## config.mk

```make
export PLATFORM = sky130hd
export DESIGN_NAME = quad_audio_serial_port
export DESIGN_NICKNAME = d
export VERILOG_FILES = /design/src/rtl/sap_pkg.sv /design/src/rtl/sap_timing.sv /design/src/rtl/sap_tx_lane.sv /design/src/rtl/sap_rx_lane.sv /design/src/rtl/quad_audio_serial_port.sv
export SDC_FILE = /design/constraint.sdc
export NUM_CORES = 1
export LEC_CHECK = 0
export BUFFER_PORTS_ARGS = -buffer_cell sky130_fd_sc_hd__buf_2
export CORE_AREA = 10 10 150 152
export CTS_BUF_LIST = sky130_fd_sc_hd__clkbuf_2
export DETAILED_ROUTE_END_ITERATION = 10
export DIE_AREA = 0 0 160 162
export GPL_TIMING_DRIVEN = 0
export PLACE_DENSITY = 0.67
export REMOVE_ABC_BUFFERS = 1
export SYNTH_ARGS = -nofsm -noshare
export SYNTH_HDL_FRONTEND = slang
export SYNTH_SLANG_ARGS = --single-unit
```

## constraint.sdc

```tcl
create_clock -name clk -period 3.1 [get_ports clk]
set_input_delay 0.31 -clock clk [delete_from_list [all_inputs] [get_ports clk]]
set_output_delay 0.31 -clock clk [all_outputs]
set_load 0.02 [all_outputs]
```

## src/rtl/sap_pkg.sv

```systemverilog
package sap_pkg;

  localparam int HALF_BITS = 32;
  localparam int POS_W     = 5;
  localparam int SLOT_W    = 6;

  typedef enum logic {
    FMT_I2S = 1'b0,
    FMT_RJ  = 1'b1
  } fmt_e;

  typedef struct packed {
    logic             hit;
    logic [POS_W-1:0] idx;
  } slot_map_t;

  // Maps a position inside a half-frame to a sample bit index.
  function automatic slot_map_t map_slot(input fmt_e fmt,
                                         input logic [POS_W-1:0] pos,
                                         input int unsigned width);
    slot_map_t   m;
    int unsigned p;
    p     = 32'(pos);
    m.hit = 1'b0;
    m.idx = '0;
    if (fmt == FMT_I2S) begin
      if (p >= 1 && p <= width) begin
        m.hit = 1'b1;
        m.idx = POS_W'(width - p);
      end
    end else begin
      if (p >= HALF_BITS - width) begin
        m.hit = 1'b1;
        m.idx = POS_W'(HALF_BITS - 1 - p);
      end
    end
    return m;
  endfunction

endpackage

```

## src/rtl/sap_timing.sv

```systemverilog
module sap_timing
  import sap_pkg::*;
#(
  parameter int BCLK_DIV = 16
) (
  input  logic              clk,
  input  logic              rst_n,
  input  fmt_e              fmt_i,
  output logic              sck_o,
  output logic              ws_o,
  output logic              mclk_o,
  output logic [SLOT_W-1:0] slot_o,
  output logic [SLOT_W-1:0] slot_next_o,
  output logic              fall_o,
  output logic              rise_o,
  output logic              frame_end_o,
  output fmt_e              fmt_o
);

  localparam int PH_W = $clog2(BCLK_DIV);

  logic [PH_W-1:0]   phase_q, phase_d;
  logic [SLOT_W-1:0] slot_q, slot_d, slot_inc;
  logic              sck_q, sck_d;
  logic              ws_q, ws_d;
  logic [1:0]        mdiv_q, mdiv_d;
  fmt_e              fmt_q, fmt_d;
  logic              fall, rise, frame_end;

  always_comb begin
    fall      = (phase_q == PH_W'(BCLK_DIV - 1));
    rise      = (phase_q == PH_W'(BCLK_DIV / 2 - 1));
    slot_inc  = slot_q + SLOT_W'(1);
    frame_end = fall && (slot_q == {SLOT_W{1'b1}});

    phase_d = fall ? '0 : phase_q + PH_W'(1);
    slot_d  = fall ? slot_inc : slot_q;
    sck_d   = sck_q;
    if (fall)      sck_d = 1'b0;
    else if (rise) sck_d = 1'b1;
    ws_d    = fall ? slot_inc[SLOT_W-1] : ws_q;
    fmt_d   = frame_end ? fmt_i : fmt_q;
    mdiv_d  = mdiv_q + 2'd1;
  end

  always_ff @(posedge clk or negedge rst_n) begin
    if (!rst_n) begin
      phase_q <= '0;
      slot_q  <= '0;
      sck_q   <= 1'b0;
      ws_q    <= 1'b0;
      mdiv_q  <= '0;
      fmt_q   <= FMT_I2S;
    end else begin
      phase_q <= phase_d;
      slot_q  <= slot_d;
      sck_q   <= sck_d;
      ws_q    <= ws_d;
      mdiv_q  <= mdiv_d;
      fmt_q   <= fmt_d;
    end
  end

  assign sck_o       = sck_q;
  assign ws_o        = ws_q;
  assign mclk_o      = mdiv_q[1];
  assign slot_o      = slot_q;
  assign slot_next_o = slot_inc;
  assign fall_o      = fall;
  assign rise_o      = rise;
  assign frame_end_o = frame_end;
  assign fmt_o       = fmt_q;

endmodule

```

## src/rtl/sap_tx_lane.sv

```systemverilog
module sap_tx_lane
  import sap_pkg::*;
#(
  parameter int OUT_W = 20
) (
  input  logic              clk,
  input  logic              rst_n,
  input  logic              fall_i,
  input  logic              frame_end_i,
  input  logic [SLOT_W-1:0] slot_next_i,
  input  fmt_e              fmt_i,
  input  logic [OUT_W-1:0]  left_i,
  input  logic [OUT_W-1:0]  right_i,
  output logic              sd_o
);

  localparam int IDX_W = $clog2(OUT_W);

  logic [OUT_W-1:0] hold_l_q, hold_l_d;
  logic [OUT_W-1:0] hold_r_q, hold_r_d;
  logic [OUT_W-1:0] src;
  logic             sd_q, sd_d, bit_val;
  slot_map_t        m;

  always_comb begin
    m        = map_slot(fmt_i, slot_next_i[POS_W-1:0], OUT_W);
    src      = slot_next_i[SLOT_W-1] ? hold_r_q : hold_l_q;
    bit_val  = m.hit ? src[IDX_W'(m.idx)] : 1'b0;
    hold_l_d = frame_end_i ? left_i  : hold_l_q;
    hold_r_d = frame_end_i ? right_i : hold_r_q;
    sd_d     = fall_i ? bit_val : sd_q;
  end

  always_ff @(posedge clk or negedge rst_n) begin
    if (!rst_n) begin
      hold_l_q <= '0;
      hold_r_q <= '0;
      sd_q     <= 1'b0;
    end else begin
      hold_l_q <= hold_l_d;
      hold_r_q <= hold_r_d;
      sd_q     <= sd_d;
    end
  end

  assign sd_o = sd_q;

endmodule

```

## src/rtl/sap_rx_lane.sv

```systemverilog
module sap_rx_lane
  import sap_pkg::*;
#(
  parameter int IN_W = 16
) (
  input  logic              clk,
  input  logic              rst_n,
  input  logic              rise_i,
  input  logic              frame_end_i,
  input  logic [SLOT_W-1:0] slot_i,
  input  fmt_e              fmt_i,
  input  logic              sd_i,
  output logic [IN_W-1:0]   left_o,
  output logic [IN_W-1:0]   right_o,
  output logic              valid_o
);

  localparam int IDX_W = $clog2(IN_W);

  logic [IN_W-1:0] acc_l_q, acc_l_d;
  logic [IN_W-1:0] acc_r_q, acc_r_d;
  logic [IN_W-1:0] out_l_q, out_l_d;
  logic [IN_W-1:0] out_r_q, out_r_d;
  logic            valid_q, valid_d;
  logic            take;
  slot_map_t       m;

  always_comb begin
    m       = map_slot(fmt_i, slot_i[POS_W-1:0], IN_W);
    take    = rise_i && m.hit;
    acc_l_d = acc_l_q;
    acc_r_d = acc_r_q;
    if (take && !slot_i[SLOT_W-1]) acc_l_d[IDX_W'(m.idx)] = sd_i;
    if (take &&  slot_i[SLOT_W-1]) acc_r_d[IDX_W'(m.idx)] = sd_i;
    out_l_d = frame_end_i ? acc_l_q : out_l_q;
    out_r_d = frame_end_i ? acc_r_q : out_r_q;
    valid_d = frame_end_i;
  end

  always_ff @(posedge clk or negedge rst_n) begin
    if (!rst_n) begin
      acc_l_q <= '0;
      acc_r_q <= '0;
      out_l_q <= '0;
      out_r_q <= '0;
      valid_q <= 1'b0;
    end else begin
      acc_l_q <= acc_l_d;
      acc_r_q <= acc_r_d;
      out_l_q <= out_l_d;
      out_r_q <= out_r_d;
      valid_q <= valid_d;
    end
  end

  assign left_o  = out_l_q;
  assign right_o = out_r_q;
  assign valid_o = valid_q;

endmodule

```

## src/rtl/quad_audio_serial_port.sv

```systemverilog
module quad_audio_serial_port
  import sap_pkg::*;
#(
  parameter int BCLK_DIV = 16,
  parameter int OUT_W    = 20,
  parameter int IN_W     = 16,
  parameter int LINES    = 2
) (
  input  logic                     clk,
  input  logic                     rst_n,
  input  logic                     fmt_rj_i,
  input  logic [LINES*2*OUT_W-1:0] tx_samples_i,
  input  logic                     sd_i,
  output logic                     sck_o,
  output logic                     ws_o,
  output logic [LINES-1:0]         sd_o,
  output logic                     mclk_o,
  output logic [IN_W-1:0]          rx_left_o,
  output logic [IN_W-1:0]          rx_right_o,
  output logic                     rx_valid_o
);

  logic [SLOT_W-1:0] slot, slot_next;
  logic              fall, rise, frame_end;
  fmt_e              fmt_frame;

  sap_timing #(.BCLK_DIV(BCLK_DIV)) u_timing (
    .clk         (clk),
    .rst_n       (rst_n),
    .fmt_i       (fmt_e'(fmt_rj_i)),
    .sck_o       (sck_o),
    .ws_o        (ws_o),
    .mclk_o      (mclk_o),
    .slot_o      (slot),
    .slot_next_o (slot_next),
    .fall_o      (fall),
    .rise_o      (rise),
    .frame_end_o (frame_end),
    .fmt_o       (fmt_frame)
  );

  for (genvar ln = 0; ln < LINES; ln++) begin : g_line
    sap_tx_lane #(.OUT_W(OUT_W)) u_tx (
      .clk         (clk),
      .rst_n       (rst_n),
      .fall_i      (fall),
      .frame_end_i (frame_end),
      .slot_next_i (slot_next),
      .fmt_i       (fmt_frame),
      .left_i      (tx_samples_i[(2*ln)*OUT_W +: OUT_W]),
      .right_i     (tx_samples_i[(2*ln+1)*OUT_W +: OUT_W]),
      .sd_o        (sd_o[ln])
    );
  end

  sap_rx_lane #(.IN_W(IN_W)) u_rx (
    .clk         (clk),
    .rst_n       (rst_n),
    .rise_i      (rise),
    .frame_end_i (frame_end),
    .slot_i      (slot),
    .fmt_i       (fmt_frame),
    .sd_i        (sd_i),
    .left_o      (rx_left_o),
    .right_o     (rx_right_o),
    .valid_o     (rx_valid_o)
  );

endmodule

```

==> results.toml, run 1 <==
[status]
status = "complete, no violations"

[critical_path]
worstSetupPathType = "flop to flop"
worstPathArrival_ns = 3.62
cp.required_ns = 3.72
critical_path_peak_fanout = 20
rr_endpoint = "g_line[1].u_tx.sd_o"
cp-end-kind = "flop"
rr_worst_depth = 10
r2r_slack_ns = 0.1
startpoint = "u_timing.slot_o[0]"
start_kind = "flop"
worstReg2RegStart = "u_timing.slot_o[0]"

[finish]
stdcell_count = 1074
drive_above_1_share_pct = 43.19
final_cell_mix = "dfrtp_1, buf_2, mux2_2"
fin_util_pct = 51.26
post-route-cell-area_um2 = 9943
layout_commonest_cell = "dfrtp_1"
area_delta_synth_final_pct = 29.24
final_nets = 885

[yosys]
synth-adder-area-share_pct = 1.106
syn_inst = 584
synth_edf_count = 0
ys_types = 64
syn_area_um2 = 7694
async_flop_share_pct = 100.0
synthMuxAreaShare_pct = 28.48
synth_compound_area_share_pct = 5.546
synth_flop_cell = "dfrtp_1"
avgSynthCellArea_um2 = 13.17
seq_area_frac_synth_pct = 52.37
synth_top_family_by_area = "multiplexers"
yosys_register_bits = 161
synthXorXnorAreaFrac_pct = 1.821
synth_simple_gate_area_share_pct = 7.806
yosysWarningCount = 0

[timing]
holdWs_ns = 0.1673
slew_headroom_pct = 49.87
skew_ns = 0.03705
period_needed_ns = 3.001
tightest_slew_ns = 0.7520
rsz0062_at_grt = "no"
fmax_ghz = 0.3332
slew_violations = 0
period_share_pct = 96.81
setup_viol = 0
finalHoldViolations = 0

[pwr]
p_total_mw = 3.420
p_leak_nw = 4.772
power.density_nw_per_um2 = 344.0
peakVddDrop_mv = 0.2212

[floorplan]
start_util_pct = 39.66
die_w_um = 160
boundaryPins = 122
core-area_um2 = 19400
die_h_um = 162
num_rows = 51
die-area_um2 = 25920

[placed_design]
gp_congestion = 0.7873
io_buffers = 121
dpl.hpwl_um = 12590
dp.cells = 944
dpl-instance-area_um2 = 8636

[min_path]
hold_class = "input port to flop"
whs_path_depth = 2
min_from = "sd_i"
whs_endpoint = "u_rx.acc_l_q[2]"

[clock_tree]
insertion_delay_ns = 0.71
cts-root-buf = "clkbuf_2"
cts.path.max_buffers = 2
cts_buffers = 17
cts_sinks = 161
htree_levels = 4
cts_tree = "done"
clk_pin_slew_worst_paths_ns = 0.26

[grt]
grtUsageMet1_pct = 17.91
grt_max_degree = 86
grt_overflow_total = 0
track_usage_pct = 14.82
grt_pass1_vias = 6054
use_met2_pct = 24.51
grt.busiest_layer = "met2"
met3_usage_pct = 5.814
grt_pass1_wl_um = 31530
antenna_found_initial = 1

[routing]
dr_total_vias = 5381
vias_per_cell = 5.010
wire_per_inst_um = 17.56
drcViolationCount = 0
ant_nets = 0
dr.pass1.iters = 4
drt_iter0_drc = 258
routed_wirelength_um = 18860

[flow_run]
cap_violations = 0
## registers in the layout (all words and copies together) (netlist names)
name,cells
g_line.u_tx.hold_l_q,40
g_line.u_tx.hold_r_q,40
g_line.u_tx.sd_o,2
u_rx.acc_l_q,16
u_rx.acc_r_q,16
u_rx.left_o,16
u_rx.right_o,16
u_rx.valid_o,1
u_timing.fmt_o,1
u_timing.mdiv_q,2
u_timing.phase_q,4
u_timing.sck_o,1
u_timing.slot_o,5
u_timing.ws_o,1
## cell type report
type                       count  area, µm²
clock inverter                15      132.6
antenna                        1      2.502
timing repair buffer         230       1749
fill                        1732       9455
clock buffer                  17      85.08
tap                          265      331.6
inverter                       9      36.28
sequential                   161       4044
multi-input combinational    376       3562
## routing by layer
metal,share of wire [%],wire (µm)
met5,0,0
met4,1.0,197
met3,6.9,1292
met2,49,9161
met1,44,8210
## report_power, final
part	internal [mW]	switching (mW)	leakage, nW
logic	0.118	0.0808	2.48
clock network	0.298	0.793	0.129
registers	2.12	0.00939	2.16
total	2.54	0.884	4.77
## logic make-up (layout without fill, tap and decap cells)
kind of cell               after synthesis  after routing
muxes                                  175            175
DFF                                    161            161
and+or+nand+nor                        119            119
AOI/OAI and AO/OA                       59             59
buffers and inverters                   47            271
xor gates and xnor gates                16             16
adders and majority gates                7              7
other                                    0              1
## per-stage QoR
step / TNS (ns) / setup WS, ns
detailed placement: -38.32 / -1.298
global route: 0 / 0.008057
global placement: -1251.50 / -10.27
finish: 0 / 0.09882
floorplan: -806.78 / -7.072
CTS: 0 / 0.03048
## cells in the mapped netlist, types with 3 or more instances
master | instances | area share [%]
xnor2_1 | 11 | 1.3
o21ai_1 | 5 | 0.33
o211ai_1 | 4 | 0.39
nor2_1 | 20 | 0.98
mux2i_1 | 4 | 0.52
mux2_2 | 118 | 17
nand4_1 | 6 | 0.49
a31oi_1 | 4 | 0.33
clkbuf_1 | 16 | 0.78
nand3_1 | 8 | 0.52
a21oi_1 | 11 | 0.72
mux2_1 | 33 | 4.8
nor2b_1 | 3 | 0.24
buf_2 | 15 | 0.98
nor2_2 | 5 | 0.41
a22oi_1 | 3 | 0.29
xor2_1 | 5 | 0.57
and2_1 | 3 | 0.24
and3_1 | 4 | 0.33
dfrtp_1 | 161 | 52
o21ai_0 | 6 | 0.39
inv_1 | 7 | 0.34
buf_4 | 5 | 0.49
nor3_1 | 8 | 0.52
nand2b_1 | 8 | 0.65
ha_1 | 6 | 0.98
mux4_2 | 20 | 5.9
nand2_1 | 41 | 2.0
## timing repair
item / 4_1_cts / 5_1_grt
buffers inserted: 13 / 2
gates resized for setup: 19 / 9
pin swaps: 3 / 3
endpoints found under the setup margin: 108 / 16
endpoints found under the hold margin: 157 / 0
hold buffers: 82 / 0
## critical path: stages (launching register included)
cell and delay, ns:
dfrtp_4 0.59, ha_4 0.25, and3b_2 0.28, a31oi_4 0.11, o211a_4 0.20, o32ai_4 0.25
buf_12 0.19, mux4_2 0.52, mux2_2 0.28, o221ai_1 0.17, o21ai_1 0.08
## how the worst max path moves through the flow
stage,endpoint,depth (start not counted)
after floorplan,g_line[0].u_tx.hold_l_q[0],4
after global placement,g_line[1].u_tx.hold_r_q[19],4
after detailed placement,g_line[0].u_tx.sd_o,9
after CTS,g_line[0].u_tx.sd_o,11
after global routing,g_line[1].u_tx.sd_o,9
final,g_line[1].u_tx.sd_o,10
No activity file was read; power rests on OpenSTA's default activity.
==> run 2: changes to the inputs <==
BUFFER_PORTS_ARGS = default   (was -buffer_cell sky130_fd_sc_hd__buf_2)
DONT_BUFFER_PORTS = 1   (was default)
PLACE_DENSITY = 0.65   (was 0.67)
==> results.toml, run 2 (synthesis gave the netlist of run 1 again) <==
[clock_tree]
insertion_delay_ns = 0.72
htree_levels = 4
clk_pin_slew_worst_paths_ns = 0.25
hold_buffers = 82
cts_tree = "done"
cts_buffers = 17
cts.path.max_buffers = 2
cts-root-buf = "clkbuf_2"
cts_sinks = 161

[finish]
seqCellArea_um2 = 4039
layout_commonest_cell = "dfrtp_1"
nFillCells = 1702
post-route-cell-area_um2 = 9460
drive_above_1_share_pct = 34.48
area_delta_synth_final_pct = 22.96
final_cell_mix = "dfrtp_1, mux2_2, dlygate4sd3_1"
final_nets = 776
largestRegisters = "g_line.u_tx.hold_l_q (40), g_line.u_tx.hold_r_q (40)"
multi_input_area_um2 = 3552
antenna_cells = 0

[floorplan]
die_h_um = 162
num_rows = 51
core-area_um2 = 19400
start_util_pct = 39.66
boundaryPins = 122
die_w_um = 160
die-area_um2 = 25920

[timing]
slew_headroom_pct = 36.38
setup_viol = 0
rsz0062_at_grt = "yes"
tightest_slew_ns = 0.9511
period_share_pct = 97.75
setup_tns_ns = 0
period_needed_ns = 3.030
slew_violations = 0
holdWs_ns = -0.7413
finalHoldViolations = 161
skew_ns = 0.03582
fmax_ghz = 0.3300

[pwr]
p_leak_nw = 4.295
power.density_nw_per_um2 = 373.9
peakVddDrop_mv = 0.1783

[status]
status = "complete, but fails checks"
violations = "hold timing"

[critical_path]
crit_chain = "nand3b_1 -> a31oi_1 -> o211a_1 -> o32ai_4 -> buf_8 -> mux4_2 -> mux2_2 -> o221ai_2 -> o21ai_1"
cp-end-kind = "flop"
cp.required_ns = 3.75
max_stage_delay_ns = 0.65
critPathSlowestCell = "dfrtp_2"
critical_path_peak_fanout = 19
worstPathArrival_ns = 3.68
worstSetupPathType = "flop to flop"
start_kind = "flop"

[grt]
track_usage_pct = 14.02
antenna_found_initial = 0
grt_max_degree = 162
grt_pass1_vias = 5514
grt_overflow_total = 0
grt_pass1_wl_um = 29610

[placed_design]
dpl-instance-area_um2 = 8023
gp_congestion = 0.7596
dpl.hpwl_um = 12340
io_buffers = 0

[routing]
vias_per_cell = 5.219
dr.pass1.iters = 4
routed_wirelength_um = 18480
dr_total_vias = 5031
drt_iter0_drc = 192
drcViolationCount = 0
wire_per_inst_um = 19.17
ant_nets = 0

[flow_run]
cap_violations = 0

[min_path]
hold_class = "input port to async pin"
run 2: changes by cell type in the layout (fill, tap and decap cells not counted), moves of 2 or more:
cell and delta:
a21oi_1 -2, clkbuf_2 +3, buf_2 -119, dfrtp_4 -2
inv_6 -5, clkinv_4 +2, dfrtp_2 +2, a21oi_2 +2
bufinv_16 +3, buf_6 +2, buf_4 +8
run 2: repair_timing:
action,4_1_cts,5_1_grt
hold endpoints to repair,274,161
cloned,0,1
pin swaps,2,4
resized for setup,13,13
buffers inserted,14,11
endpoints found under the setup margin,86,43
run 2: stage by stage:
step                total power, mW  cells  hold slack, ns  utilization, %  setup WS, ns
floorplan                     2.175    546         0.01441               -        -7.072
global placement              2.178    811         0.01952           40.40        -10.46
detailed placement            2.180    824         0.01954           41.36        -1.349
CTS                           3.577    952         -0.8422           47.97     -0.007604
global route                  3.693    964         -0.8609           48.77      -0.03758
finish                        3.537    964         -0.7413           48.77       0.06980
run 2: area by class of cell:
type | instances | share of cell area (%)
Clock inverter | 13 | 1.984
Clock buffer | 19 | 1.005
Timing Repair Buffer | 121 | 12.88
Multi-Input combinational cell | 376 | 37.55
Sequential cell | 161 | 42.69
Inverter | 9 | 0.3835
Tap cell | 265 | 3.505
run 2: where the power goes:
part | internal, mW | switching (mW)
combinational | 0.0785 | 0.0262
clock | 0.537 | 0.765
sequential | 2.12 | 0.00899
run 2: worst max-delay path: cells and delay by family (launching register included):
family / cells / cell delay [ns]
buffers and inverters: 1 / 0.18
AND/OR/NAND/NOR: 1 / 0.29
AO/OA/AOI/OAI: 5 / 1.02
multiplexers: 2 / 0.80
flip-flops: 1 / 0.65
run 2: metal layers:
metal | wire [µm] | vias up | GRT usage (%)
li1 | - | 2313 | -
met1 | 7453 | 2538 | 16.54
met4 | 261 | 0 | 4.090
met2 | 9134 | 159 | 23.41
met3 | 1630 | 21 | 5.283
met5 | 0 | - | 0
run 2: path summary, 6_finish.rpt:
| path | start | endpoint | slack [ns] | cells after the start |
|---|---|---|---|---|
| worst max-delay path | u_timing.slot_o[3] | g_line[1].u_tx.sd_o | 0.07 | 9 |
| worst min-delay path | rst_n | u_timing.phase_q[0] | -0.74 | 0 |
| worst max register to register | u_timing.slot_o[3] | g_line[1].u_tx.sd_o | 0.07 | 9 |
| worst min register to register | u_timing.mdiv_q[0] | u_timing.mdiv_q[0] | 0.47 | 1 |
| max in group asynchronous | rst_n | g_line[1].u_tx.hold_l_q[14] | 3.63 | 0 |
| min in group clk | tx_samples_i[45] | g_line[1].u_tx.hold_l_q[5] | 0.25 | 2 |
